### config.mk
export PLATFORM = sky130hd
export DESIGN_NAME = ring_ptr_ctrl
export DESIGN_NICKNAME = d
export VERILOG_FILES = /design/src/rtl/ring_ptr_pkg.sv /design/src/rtl/rpc_ptr_unit.sv /design/src/rtl/rpc_ring_ctl.sv /design/src/rtl/rpc_irq_bank.sv /design/src/rtl/ring_ptr_ctrl.sv
export SDC_FILE = /design/constraint.sdc
export NUM_CORES = 1
export LEC_CHECK = 0
export ABC_AREA = 0
export BUFFER_PORTS_ARGS = -buffer_cell sky130_fd_sc_hd__buf_4
export CAP_MARGIN = 40
export CORE_MARGIN = 1.5
export CORE_UTILIZATION = 57
export DETAILED_ROUTE_END_ITERATION = 8
export PLACE_DENSITY = 0.92
export RECOVER_POWER = 25
export SKIP_LAST_GASP = 1
export SYNTH_ARGS = -nofsm -noshare
export SYNTH_HDL_FRONTEND = slang
export SYNTH_SLANG_ARGS = --single-unit
### constraint.sdc
create_clock -name clk -period 3.1 [get_ports clk]
set_input_delay 0.31 -clock clk [delete_from_list [all_inputs] [get_ports clk]]
set_output_delay 0.31 -clock clk [all_outputs]
set_load 0.03 [all_outputs]
### src/rtl/ring_ptr_pkg.sv
package ring_ptr_pkg;
  localparam int IRQ_W = 13;

  localparam int IRQ_IBI_RDY   = 12;
  localparam int IRQ_XFER_DONE = 11;
  localparam int IRQ_RING_OP   = 10;
  localparam int IRQ_XFER_ERR  = 9;
  localparam int IRQ_INS_STOP  = 7;
  localparam int IRQ_IBI_FULL  = 6;
  localparam int IRQ_XFER_ABT  = 5;

  localparam logic [IRQ_W-1:0] IRQ_IMPL = 13'h1EE0;

  localparam int REG_SETUP  = 0;
  localparam int REG_CTRL   = 1;
  localparam int REG_STATE  = 2;
  localparam int REG_PTRA   = 3;
  localparam int REG_PTRB   = 4;
  localparam int REG_ISTAT  = 5;
  localparam int REG_IEN    = 6;
  localparam int REG_ISIG   = 7;
  localparam int REG_IFORCE = 8;

  typedef enum logic [1:0] {
    RS_NORMAL  = 2'd0,
    RS_LOCKED  = 2'd1,
    RS_ABORTED = 2'd2
  } ring_state_e;
endpackage

### src/rtl/rpc_ptr_unit.sv
module rpc_ptr_unit #(
  parameter int PTR_W    = 8,
  parameter int SIZE_W   = 9,
  parameter int DEF_SIZE = 16
) (
  input  logic              clk,
  input  logic              rst,
  input  logic              size_we,
  input  logic [SIZE_W-1:0] size_wdata,
  input  logic              ptr_we,
  input  logic [PTR_W-1:0]  wr_enq,
  input  logic [PTR_W-1:0]  wr_sw_deq,
  input  logic [PTR_W-1:0]  wr_ibi_deq,
  input  logic              done_i,
  output logic [SIZE_W-1:0] ring_size,
  output logic [PTR_W-1:0]  enq,
  output logic [PTR_W-1:0]  sw_deq,
  output logic [PTR_W-1:0]  ibi_deq,
  output logic [PTR_W-1:0]  hw_deq,
  output logic              empty_o,
  output logic              full_o,
  output logic              done_take_o
);
  function automatic logic [PTR_W-1:0] step(input logic [PTR_W-1:0] p,
                                            input logic [SIZE_W-1:0] sz);
    logic [SIZE_W-1:0] n;
    n = SIZE_W'(p) + SIZE_W'(1);
    if (n >= sz) step = '0;
    else         step = n[PTR_W-1:0];
  endfunction

  assign empty_o     = (enq == hw_deq);
  assign full_o      = (step(enq, ring_size) == hw_deq);
  assign done_take_o = done_i & ~empty_o;

  always_ff @(posedge clk) begin
    if (rst) begin
      ring_size <= SIZE_W'(DEF_SIZE);
      enq       <= '0;
      sw_deq    <= '0;
      ibi_deq   <= '0;
      hw_deq    <= '0;
    end else begin
      if (size_we) ring_size <= size_wdata;
      if (ptr_we) begin
        enq     <= wr_enq;
        sw_deq  <= wr_sw_deq;
        ibi_deq <= wr_ibi_deq;
      end
      if (done_take_o) hw_deq <= step(hw_deq, ring_size);
    end
  end
endmodule

### src/rtl/rpc_ring_ctl.sv
module rpc_ring_ctl
  import ring_ptr_pkg::*;
(
  input  logic clk,
  input  logic rst,
  input  logic ctrl_we,
  input  logic wr_enable,
  input  logic wr_halt,
  input  logic wr_abort,
  input  logic eng_busy_i,
  output logic enable_o,
  output logic halt_o,
  output logic locked_o,
  output logic aborted_o,
  output logic running_o,
  output logic ring_op_evt_o
);
  ring_state_e state_q;

  assign locked_o      = (state_q == RS_LOCKED);
  assign aborted_o     = (state_q == RS_ABORTED);
  assign running_o     = enable_o & ~halt_o & (state_q == RS_NORMAL);
  assign ring_op_evt_o = locked_o & ~eng_busy_i & ~ctrl_we;

  always_ff @(posedge clk) begin
    if (rst) begin
      state_q  <= RS_NORMAL;
      enable_o <= 1'b0;
      halt_o   <= 1'b0;
    end else if (ctrl_we) begin
      enable_o <= wr_enable;
      halt_o   <= wr_halt;
      state_q  <= wr_abort ? RS_LOCKED : RS_NORMAL;
    end else if (ring_op_evt_o) begin
      state_q  <= RS_ABORTED;
    end
  end
endmodule

### src/rtl/rpc_irq_bank.sv
module rpc_irq_bank #(
  parameter int           W    = 13,
  parameter logic [W-1:0] IMPL = '1
) (
  input  logic         clk,
  input  logic         rst,
  input  logic         ack_we,
  input  logic         force_we,
  input  logic         sen_we,
  input  logic         sig_we,
  input  logic [W-1:0] wdata,
  input  logic [W-1:0] evt,
  output logic [W-1:0] status_o,
  output logic [W-1:0] sen_o,
  output logic [W-1:0] sig_o,
  output logic         irq_o
);
  logic [W-1:0] sen_n, sig_n, set_v, clr_v, stat_n;

  always_comb begin
    sen_n  = sen_we ? (wdata & IMPL) : sen_o;
    sig_n  = sig_we ? (wdata & IMPL) : sig_o;
    set_v  = (evt | (force_we ? wdata : '0)) & sen_o & IMPL;
    clr_v  = ack_we ? wdata : '0;
    stat_n = (status_o & ~clr_v) | set_v;
  end

  always_ff @(posedge clk) begin
    if (rst) begin
      status_o <= '0;
      sen_o    <= '0;
      sig_o    <= '0;
      irq_o    <= 1'b0;
    end else begin
      status_o <= stat_n;
      sen_o    <= sen_n;
      sig_o    <= sig_n;
      irq_o    <= |(stat_n & sig_n);
    end
  end
endmodule

### src/rtl/ring_ptr_ctrl.sv
module ring_ptr_ctrl
  import ring_ptr_pkg::*;
#(
  parameter int ADDR_W      = 6,
  parameter int PTR_W       = 8,
  parameter int DEF_SIZE    = 16,
  parameter int XFER_STRUCT = 12,
  parameter int RESP_STRUCT = 4
) (
  input  logic              clk,
  input  logic              rst,
  input  logic              reg_wr,
  input  logic              reg_rd,
  input  logic [ADDR_W-1:0] reg_addr,
  input  logic [31:0]       reg_wdata,
  output logic [31:0]       reg_rdata,
  output logic              eng_req_o,
  input  logic              eng_done_i,
  input  logic              eng_err_i,
  input  logic              eng_busy_i,
  input  logic [PTR_W-1:0]  ibi_hw_enq_i,
  input  logic              evt_ibi_ready_i,
  input  logic              evt_ins_stop_i,
  input  logic              evt_ibi_full_i,
  input  logic              evt_xfer_abort_i,
  output logic              ring_empty_o,
  output logic              ring_full_o,
  output logic              irq_o
);
  localparam int SIZE_W = PTR_W + 1;
  localparam int WIDX_W = ADDR_W - 2;

  logic [WIDX_W-1:0] widx;
  logic ctrl_we, setup_we, ptr_we, ack_we, force_we, sen_we, sig_we;

  logic [SIZE_W-1:0] ring_size;
  logic [PTR_W-1:0]  enq, sw_deq, ibi_deq, hw_deq;
  logic              done_take;

  logic enable, halt, locked, aborted, running, ring_op_evt;

  logic [IRQ_W-1:0] irq_evt, irq_stat, irq_sen, irq_sig;
  logic [31:0]      rd_mux;
  logic             unused_bits;

  assign widx        = reg_addr[ADDR_W-1:2];
  assign unused_bits = ^{reg_addr[1:0], reg_wdata[31:24]};

  assign setup_we = reg_wr && (widx == WIDX_W'(REG_SETUP));
  assign ctrl_we  = reg_wr && (widx == WIDX_W'(REG_CTRL));
  assign ptr_we   = reg_wr && (widx == WIDX_W'(REG_PTRA));
  assign ack_we   = reg_wr && (widx == WIDX_W'(REG_ISTAT));
  assign sen_we   = reg_wr && (widx == WIDX_W'(REG_IEN));
  assign sig_we   = reg_wr && (widx == WIDX_W'(REG_ISIG));
  assign force_we = reg_wr && (widx == WIDX_W'(REG_IFORCE));

  rpc_ptr_unit #(
    .PTR_W   (PTR_W),
    .SIZE_W  (SIZE_W),
    .DEF_SIZE(DEF_SIZE)
  ) u_ptr (
    .clk        (clk),
    .rst        (rst),
    .size_we    (setup_we),
    .size_wdata (reg_wdata[SIZE_W-1:0]),
    .ptr_we     (ptr_we),
    .wr_enq     (reg_wdata[0 +: PTR_W]),
    .wr_sw_deq  (reg_wdata[8 +: PTR_W]),
    .wr_ibi_deq (reg_wdata[16 +: PTR_W]),
    .done_i     (eng_done_i),
    .ring_size  (ring_size),
    .enq        (enq),
    .sw_deq     (sw_deq),
    .ibi_deq    (ibi_deq),
    .hw_deq     (hw_deq),
    .empty_o    (ring_empty_o),
    .full_o     (ring_full_o),
    .done_take_o(done_take)
  );

  rpc_ring_ctl u_ctl (
    .clk          (clk),
    .rst          (rst),
    .ctrl_we      (ctrl_we),
    .wr_enable    (reg_wdata[0]),
    .wr_halt      (reg_wdata[1]),
    .wr_abort     (reg_wdata[2]),
    .eng_busy_i   (eng_busy_i),
    .enable_o     (enable),
    .halt_o       (halt),
    .locked_o     (locked),
    .aborted_o    (aborted),
    .running_o    (running),
    .ring_op_evt_o(ring_op_evt)
  );

  assign eng_req_o = running & ~ring_empty_o;

  always_comb begin
    irq_evt                = '0;
    irq_evt[IRQ_IBI_RDY]   = evt_ibi_ready_i;
    irq_evt[IRQ_XFER_DONE] = done_take & ~eng_err_i;
    irq_evt[IRQ_RING_OP]   = ring_op_evt;
    irq_evt[IRQ_XFER_ERR]  = done_take & eng_err_i;
    irq_evt[IRQ_INS_STOP]  = evt_ins_stop_i;
    irq_evt[IRQ_IBI_FULL]  = evt_ibi_full_i;
    irq_evt[IRQ_XFER_ABT]  = evt_xfer_abort_i;
  end

  rpc_irq_bank #(
    .W   (IRQ_W),
    .IMPL(IRQ_IMPL)
  ) u_irq (
    .clk     (clk),
    .rst     (rst),
    .ack_we  (ack_we),
    .force_we(force_we),
    .sen_we  (sen_we),
    .sig_we  (sig_we),
    .wdata   (reg_wdata[IRQ_W-1:0]),
    .evt     (irq_evt),
    .status_o(irq_stat),
    .sen_o   (irq_sen),
    .sig_o   (irq_sig),
    .irq_o   (irq_o)
  );

  always_comb begin
    rd_mux = '0;
    case (widx)
      WIDX_W'(REG_SETUP): begin
        rd_mux[31:24]        = 8'(XFER_STRUCT);
        rd_mux[23:16]        = 8'(RESP_STRUCT);
        rd_mux[SIZE_W-1:0]   = ring_size;
      end
      WIDX_W'(REG_CTRL):  rd_mux[2:0] = {locked, halt, enable};
      WIDX_W'(REG_STATE): rd_mux[3:0] = {locked, aborted, running, enable};
      WIDX_W'(REG_PTRA): begin
        rd_mux[16 +: PTR_W] = ibi_deq;
        rd_mux[8 +: PTR_W]  = sw_deq;
        rd_mux[0 +: PTR_W]  = enq;
      end
      WIDX_W'(REG_PTRB): begin
        rd_mux[16 +: PTR_W] = ibi_hw_enq_i;
        rd_mux[0 +: PTR_W]  = hw_deq;
      end
      WIDX_W'(REG_ISTAT): rd_mux[IRQ_W-1:0] = irq_stat;
      WIDX_W'(REG_IEN):   rd_mux[IRQ_W-1:0] = irq_sen;
      WIDX_W'(REG_ISIG):  rd_mux[IRQ_W-1:0] = irq_sig;
      default:            rd_mux = '0;
    endcase
  end

  always_ff @(posedge clk) begin
    if (rst)         reg_rdata <= '0;
    else if (reg_rd) reg_rdata <= rd_mux;
  end
endmodule

Word level (Yosys, flattened, before mapping). Cells that the tools add are included.

Register bits after elaboration: 111. Bits of input ports: 57. Output and inout port bits: 36. Logic and storage cells: 75.

$add $sub $neg: 2. Magnitude comparators: 2. Equality and inequality tests: 12. Mux-type cells: 16. Bitwise operators: 19. Reductions and logical operators: 11.

Operators by type and width (number): AND 13 bit (3); two-way mux 13 bit (3); bitwise OR 13 bit (2); case mux 4 bit (6 select lines) (1); case mux 8 bit (3 select lines) (1); case mux 3 bit (7 select lines) (1); adder 8 x 1 -> 9 bit (second input constant) (2); >= comparator 9 bit (2); == test 4 x 3 -> 1 bit (second input constant) (4); == test 8 bit (2); two-way mux 8 bit (2); case mux 4 bit (4 select lines) (1); inverter 13 bit (1); OR reduction 13 bit (1); AND 1 bit (8); == test 4 x 2 -> 1 bit (second input constant) (2); logical AND 1 bit (7); case mux 1 bit (6 select lines) (1); inverter 1 bit (5); == test 4 x 1 -> 1 bit (second input constant) (1); == test 4 bit (second input constant) (1); zero test 4 bit (1); two-way mux 2 bit (2); two-way mux 4 bit (1); other kinds (7) (7).

Logic depth before layout (Yosys ltp). Gate-level depths: netlist (run 1).

Word-level depth: 9. Depth in mapped cells: 12. Gate-level depth less buffers: 11.

Hierarchy. A second synthesis (run 1) with hierarchy kept.

Cells, all modules: 688. Area total of the unflattened synthesis: 5977.0 µm².

Modules (own cells, without submodules): rpc_ptr_unit (times used 1, cells each 289, area an instance 2512.4 µm², seq. area each 820.8 µm²); ring_ptr_ctrl (times used 1, cells each 214, area an instance 1841.8 µm², seq. area each 500.5 µm²); rpc_irq_bank (times used 1, cells each 165, area an instance 1442.6 µm², seq. area each 680.7 µm²); rpc_ring_ctl (times used 1, cells each 20, area an instance 180.2 µm², seq. area each 80.1 µm²).

Worst setup path before layout (run 1). Ideal clock, no wire load.

Path kind: reg2out. From: register u_ptr.enq[2]. To: output port ring_full_o. Arrival time: 2.867 ns. Data required time: 2.790 ns. Slack: -0.077 ns. Cell stages (with the launch flop): 13. Buffers on the path: 1. Cell sequence: dfxtp_1 buf_2 and3_1 nand3_1 xor2_1 inv_1 ha_1 o21a_1 o211ai_1 a31oi_1 o31ai_1 o2111ai_1 a2111oi_2.

Longest elaborated chain between the ends: 4.

Ends and longest elaborated chain: from (decl) (RTL line rpc_ptr_unit.sv:16) `output logic [PTR_W-1:0] enq,`; from (signal assigned) (RTL line rpc_ptr_unit.sv:46) `enq <= wr_enq;`; adder 8 x 1 -> 9 bit * (RTL line rpc_ptr_unit.sv:27) `n = SIZE_W'(p) + SIZE_W'(1);`; >= comparator 9 bit (RTL line rpc_ptr_unit.sv:28) `if (n >= sz) step = '0;`; two-way mux 8 bit * (RTL line rpc_ptr_unit.sv:28); == test 8 bit * (RTL line rpc_ptr_unit.sv:33) `assign full_o = (step(enq, ring_size) == hw_deq);`; to (decl) (RTL line ring_ptr_ctrl.sv:27) `output logic ring_full_o,`.

Mark *: on every way between the ends. The rest lies on a longest branch, timed or not.

Worst setup path after layout (run 1).
From: register u_ptr.enq[1]. To: output port ring_full_o.

Same word-level chain as after synthesis.

==> reports/metrics.cfg, run 1 <==
[run_status]
status = complete, but fails checks
failed_checks = max-capacitance violations, max-slew violations, negative setup slack

[logic_synthesis]
synth_edf_count = 0
synth_top_area_share_pct = 36.9
ys.flop_type = dfxtp_1
synth_seq_cells = 104
synthCells = 714
synth_top_family_by_area = simple AND/OR/NAND/NOR gates
synth_compound_area_share_pct = 23.4
synthSimpleGateAreaFrac_pct = 23.5
synth_xor_area_share_pct = 2.80
synth.most_common_cell = nand2_1
syn_area_per_cell_um2 = 7.90
synthTopCellsByCount = nand2_1, dfxtp_1, a21oi_1
yosysUniqueCellTypes = 69
synth_mux_area_share_pct = 1.64
synthTopCellsByArea = dfxtp_1, nand2_1, a21oi_1
synth_fa_ha_area_share_pct = 4.44
async_flop_share_pct = 0
yosys.area.top_type = dfxtp_1
synth_warnings = 0
synthesis.area_um2 = 5640
ys_seq_area_share_pct = 36.9

[setup_path]
cp_top_family = compound AO/OA/AOI/OAI gates
worst-setup-path-type = reg -> out
critical_path.startpoint = u_ptr.enq[1]
path_buf_inv = 2
worstPathMaxFanout = 6
crit_chain = ha_4, nand3_2, xnor2_2, ha_1, o211a_1, o31ai_2, a31oi_4, buf_6, nor4_2, nor3_2, a2111oi_4, buf_4
critPathArrivalTime_ns = 3.09
crit_required_ns = 2.79
crit_path_top_delay_cell = dfxtp_4
cp-end-kind = output port
crit-reg2reg-launch = u_ptr.hw_deq[1]
cpPeakStageDelay_ns = 0.41
critPathLaunchType = flop

[flow_run]
drv_cap = 1

[pwr]
ir_drop_mv = 0.307
power_density_nw_per_um2 = 398
power_frac_comb_pct = 12.6
power.share.clock_pct = 36.6
p_int_w = 0.00196
pwr-share-seq_pct = 50.8
p_leak_nw = 2.54
p_sw_w = 0.000728
finalPower_w = 0.00269
swShare_pct = 27.0

[detailed_routing]
drc = 0
routed_wl_um = 18100
ant_nets = 0
via_count = 5925
first_pass_iters = 6
drt_iter0_drc = 752
viasPerCell = 6.43
wl_per_cell_um = 19.7

[sta]
drv_slew = 94
fin_worst_skew_ns = 0.0133
final_hold_viol_count = 0
whs_ns = 0.166
fin_ws_ns = -0.298
tightestPinTransition_ns = 1.92
fin_crit_ns = 3.40
slew_headroom_pct = -27.9
rsz0062_at_grt = yes
period_share_pct = 110
setup_viol = 1
fmax_mhz = 294

[placement]
dpl-instance-area_um2 = 6290
placed_cells = 894
gp_congestion = 0.959
port-buffer-count = 76
place_hpwl_um = 12100

[final_layout]
antenna_cells = 0
drive_gt1_share_pct = 19.8
syn2layout_area_growth_pct = 19.8
fin_nets = 860
instances_no_fill = 921
stdcell_area_um2 = 6760

[cts]
path_clk_slew_ns = 0.11
cts_buffers = 9
cts_tree = done
insertion_delay_ns = 0.38
hold_buffers = 0
clockBufferDepth = 2
clockRootBuffer = clkbuf_8
cts.sinks = 104
htree_levels = 3

[grt]
grt_max_degree = 94
grt-ovfl-total = 0
grt_pass1_vias = 5547
gr-usage-all-layers_pct = 33.6
grt_pass1_wl_um = 27300
grt_antenna_before_repair = 0

[floorplanning]
pin_count = 93
initial_core_util_pct = 58.2
core_area_um2 = 9680
dieHeight_um = 102
dieArea_um2 = 10500
die_w_um = 102
num_rows = 36

[worst_hold_path]
hp-class = in -> reg
hold_start = reg_wdata[14]

-- placed cells by master (no fill, tap or decap), types with 9 or more instances in the layout --
master	count
nor3_1	11
and2_1	12
nand3_1	28
a21oi_1	70
ha_1	16
a22oi_1	24
dfxtp_1	98
xnor2_1	9
nor2_1	54
o21ai_0	15
inv_1	21
buf_4	83
clkbuf_8	10
clkbuf_1	26
a31oi_1	12
nand2_1	125
nor2b_1	10
-- cells by family (layout without fill, tap and decap cells) --
kind of cell	Yosys count	after routing
buffers and inverters	82	151
other	1	6
xor gates and xnor gates	18	18
AOI/OAI and AO/OA	195	195
and+or+nand+nor	285	285
DFF	104	104
muxes	9	9
adders and majority gates	20	20
-- final cells by class --
cell class                 instances  area (µm²)
clock buffer                      10         138
inverter                          22        82.6
tap                              133         166
timing repair buffer             113         763
fill                             701        2930
sequential                       104        2100
clock inverter                     6        97.6
multi-input combinational        533        3410
-- flip-flops by register name, indices dropped and copies added (netlist names) --
signal / cells
u_ctl.halt_o: 1
u_ctl.enable_o: 1
u_ptr.enq: 8
u_ctl.state_q: 2
u_ptr.ibi_deq: 8
u_ptr.ring_size: 9
u_ptr.hw_deq: 8
u_ptr.sw_deq: 8
u_irq.sig_o: 13
u_irq.sen_o: 7
u_irq.irq_o: 1
reg_rdata: 25
u_irq.status_o: 13
-- what timing repair did --
action,in CTS,in global routing
buffers inserted,6,5
gates resized for setup,22,24
pin swaps,11,11
setup endpoints to repair,1,1
-- per-stage QoR --
| stage | TNS [ns] | util, % | setup WS, ns |
|---|---|---|---|
| 6_report | -0.298 | 69.8 | -0.298 |
| 5_1_grt | -0.537 | 69.8 | -0.371 |
| 4_1_cts | -0.275 | 68.9 | -0.275 |
| 3_5_place_dp | -0.0942 | 64.9 | -0.0942 |
| 3_3_place_gp | 0 | 64.8 | 0.0539 |
| 2_1_floorplan | 0 | - | 0.105 |
-- final timing paths --
| path | end | slack, ns | cells after the start |
|---|---|---|---|
| setup / recovery | ring_full_o | -0.30 | 12 |
| hold / removal | u_ptr.sw_deq[6] | 0.17 | 3 |
| setup reg to reg | u_ptr.hw_deq[7] | 0.10 | 10 |
| hold reg to reg | reg_rdata[14] | 0.47 | 2 |
-- layer usage --
metal  track usage [%]  vias up  share of wire [%]
met5                 0        -                  0
met4              17.9        0                4.8
met3              8.07       98                 10
met2              54.9      403                 48
met1              41.0     2776                 37
li1                  -     2648                  -
-- power groups by stage --
| stage | sequential (W) | clock, W | combinational, W |
|---|---|---|---|
| after floorplan | 0.00141 | 0 | 0.000183 |
| after global placement | 0.00140 | 0 | 0.000300 |
| after detailed placement | 0.00140 | 0 | 0.000309 |
| after CTS | 0.00137 | 0.000982 | 0.000318 |
| after global routing | 0.00137 | 0.00104 | 0.000355 |
| final | 0.00137 | 0.000985 | 0.000338 |
-- worst min-delay path, stage by stage --
cell	delay [ns]
buf_4	0.11
nand2_1	0.05
a21oi_1	0.05
No activity file was read; power rests on OpenSTA's default activity.
==> run 2: changes to the inputs <==
--- a/config.mk
+++ b/config.mk
@@ -9,9 +9,9 @@
 export BUFFER_PORTS_ARGS = -buffer_cell sky130_fd_sc_hd__buf_4
 export CAP_MARGIN = 40
 export CORE_MARGIN = 1.5
-export CORE_UTILIZATION = 57
+export CORE_UTILIZATION = 48
 export DETAILED_ROUTE_END_ITERATION = 8
-export PLACE_DENSITY = 0.92
+export PLACE_DENSITY = 0.81
 export RECOVER_POWER = 25
 export SKIP_LAST_GASP = 1
 export SYNTH_ARGS = -nofsm -noshare
==> run 2 against run 1 <==
Against the previous run: the run ends with negative setup slack left; cell count is 0.76% higher; combinational power is 4% lower; count of clock-buffer cells in the layout is the same; first-iteration DRC count down 25%; clock power increased by 19%; highest routed layer unchanged.
==> reports/metrics.cfg, run 2 (same netlist as run 1, synthesis figures left out) <==
[final_layout]
drive_gt1_share_pct = 18.5  ; -1.3 points
reg_top3 = reg_rdata (25), u_irq.sig_o (13), u_irq.status_o (13)
final_util_pct = 59.3  ; -10 points
fin_nets = 857  ; -0.35%
syn2layout_area_growth_pct = 20.0
layout_commonest_cell = nand2_1
antenna_cells = 0  ; unchanged
layout_common_cells = nand2_1, dfxtp_1, buf_4
stdcell_area_um2 = 6770  ; +0.17%
largest_register = reg_rdata
fillers = 1026  ; +46%
largest_reg_flops = 25  ; unchanged

[setup_path]
crit_path_top_delay_cell = dfxtp_4
reg2reg_slack_ns = 0.22  ; +0.12 ns
worst-setup-path-type = reg -> out
worstPathMaxFanout = 4  ; -2
crit_chain = and4_4, nand2_4, xnor2_4, ha_4, o21a_1, o211ai_1, a31oi_4, o31ai_2, o2111ai_2, a2111oi_4, buf_4
worstReg2RegEnd = u_ptr.hw_deq[7]
critPathArrivalTime_ns = 3.00  ; -0.09 ns
cp-end-kind = output port
critPathLaunchType = flop
cpPeakStageDelay_ns = 0.36  ; -0.05 ns
rr_worst_depth = 10  ; unchanged
crit_required_ns = 2.79  ; about the same
crit-reg2reg-launch = u_ptr.hw_deq[1]

[cts]
insertion_delay_ns = 0.35  ; -0.03 ns
htree_levels = 3  ; unchanged
path_clk_slew_ns = 0.07  ; -0.04 ns
clockBufferDepth = 2  ; unchanged
cts.sinks = 104  ; unchanged
cts_buffers = 9  ; unchanged
cts_tree = done
clockRootBuffer = clkbuf_16
hold_buffers = 0  ; unchanged

[flow_run]
drv_cap = 0  ; -1

[grt]
grt_pass1_wl_um = 27200  ; -0.40%
grt_pass1_vias = 5399  ; -2.7%
grt_antenna_before_repair = 0  ; unchanged
gr-usage-all-layers_pct = 27.2  ; -6.4 points
grt-ovfl-total = 0  ; unchanged
grt_max_degree = 56  ; -40%

[sta]
rsz0062_at_grt = yes
fmax_mhz = 302  ; +2.8%
tns_ns = -0.207  ; +0.0917 ns
drv_slew = 0  ; -100%
fin_worst_skew_ns = 0.0106  ; -0.00268 ns
tightestPinTransition_ns = 0.899  ; -1.02 ns
final_hold_viol_count = 0  ; unchanged
fin_crit_ns = 3.31  ; -0.0917 ns
fin_ws_ns = -0.207  ; +0.0917 ns
period_share_pct = 107  ; -3.0 points
setup_viol = 1  ; unchanged
slew_headroom_pct = 39.9  ; +68 points

[placement]
port-buffer-count = 76  ; unchanged
gp_congestion = 0.909  ; -5.2%
place_hpwl_um = 11600  ; -4.1%
dpl-instance-area_um2 = 6290  ; about the same
pre_cts_slack_ns = 0.000187  ; +0.0944 ns

[floorplanning]
dieHeight_um = 111  ; +8.7%
dieArea_um2 = 12400  ; +18%
pin_count = 93  ; unchanged
die_w_um = 111  ; +8.7%
core_area_um2 = 11400  ; +18%
initial_core_util_pct = 49.4  ; -8.8 points
num_rows = 39  ; +8.3%

[detailed_routing]
routed_wl_um = 17000  ; -6.3%
drc = 0  ; unchanged
wl_per_cell_um = 18.3  ; -7.0%
drt_iter0_drc = 564  ; -25%
first_pass_iters = 5  ; -1
viasPerCell = 6.09  ; -5.3%
ant_nets = 0  ; unchanged
via_count = 5656  ; -4.5%

[run_status]
failed_checks = negative setup slack
status = complete, but fails checks

[pwr]
ir_drop_mv = 0.320  ; +4.2%
power_density_nw_per_um2 = 423  ; +6.1%
p_leak_nw = 2.53  ; -0.33%
finalPower_w = 0.00286  ; +6.3%

[worst_hold_path]
min_path_cells = 3  ; unchanged
hp-class = in -> reg
min_delay_worst_endpoint = u_ptr.sw_deq[5]
hold_start = reg_wdata[13]

run 2: metrics by stage:
step / std cells / hold slack, ns
floorplan: 719 / 0.419
global placement: 904 / 0.437
detailed placement: 904 / 0.443
CTS: 925 / 0.201
global route: 928 / 0.212
finish: 928 / 0.207
run 2: area by class of cell:
cell class / count / area [µm²] / area share [%]
Timing Repair Buffer: 110 / 732 / 10.8
Tap cell: 143 / 179 / 2.64
Multi-Input combinational cell: 533 / 3380 / 49.9
Clock inverter: 6 / 73.8 / 1.09
Inverter: 22 / 82.6 / 1.22
Clock buffer: 10 / 229 / 3.38
Sequential cell: 104 / 2090 / 31.0
run 2: worst max-delay path by stage:
stage                  from          end
6_report       u_ptr.enq[4]  ring_full_o
3_5_place_dp   u_ptr.enq[4]  ring_full_o
4_1_cts        u_ptr.enq[2]  ring_full_o
2_1_floorplan  u_ptr.enq[2]  ring_full_o
5_1_grt        u_ptr.enq[4]  ring_full_o
3_3_place_gp   u_ptr.enq[4]  ring_full_o
run 2: where the power goes:
| part | switching, W | internal [W] | leakage, nW |
|---|---|---|---|
| logic | 0.000206 | 0.000121 | 1.55 |
| clock network | 0.000528 | 0.000638 | 0.142 |
| registers | 0.0000165 | 0.00135 | 0.844 |
| total | 0.000750 | 0.00211 | 2.53 |
run 2: critical path, delay by kind of cell, from the launching register on:
family	cells	cell delay, ns
AO/OA/AOI/OAI	6	1.30
XOR/XNOR	1	0.20
adder cells (fa/ha/maj)	1	0.23
buffers and inverters	1	0.21
flip-flops	1	0.36
AND/OR/NAND/NOR	2	0.34
run 2: repair_timing:
action / 4_1_cts / 5_1_grt
resized for setup: 34 / 9
setup buffers: 5 / 3
endpoints found under the setup margin: 1 / 1
pin swaps: 14 / 16
run 2: per-layer routing:
layer	track usage, %	up-vias	routed length, µm
li1	-	2653	-
met1	34.9	2671	7050
met2	44.9	276	8160
met3	5.61	56	1190
met4	11.2	0	605
met5	0	-	0
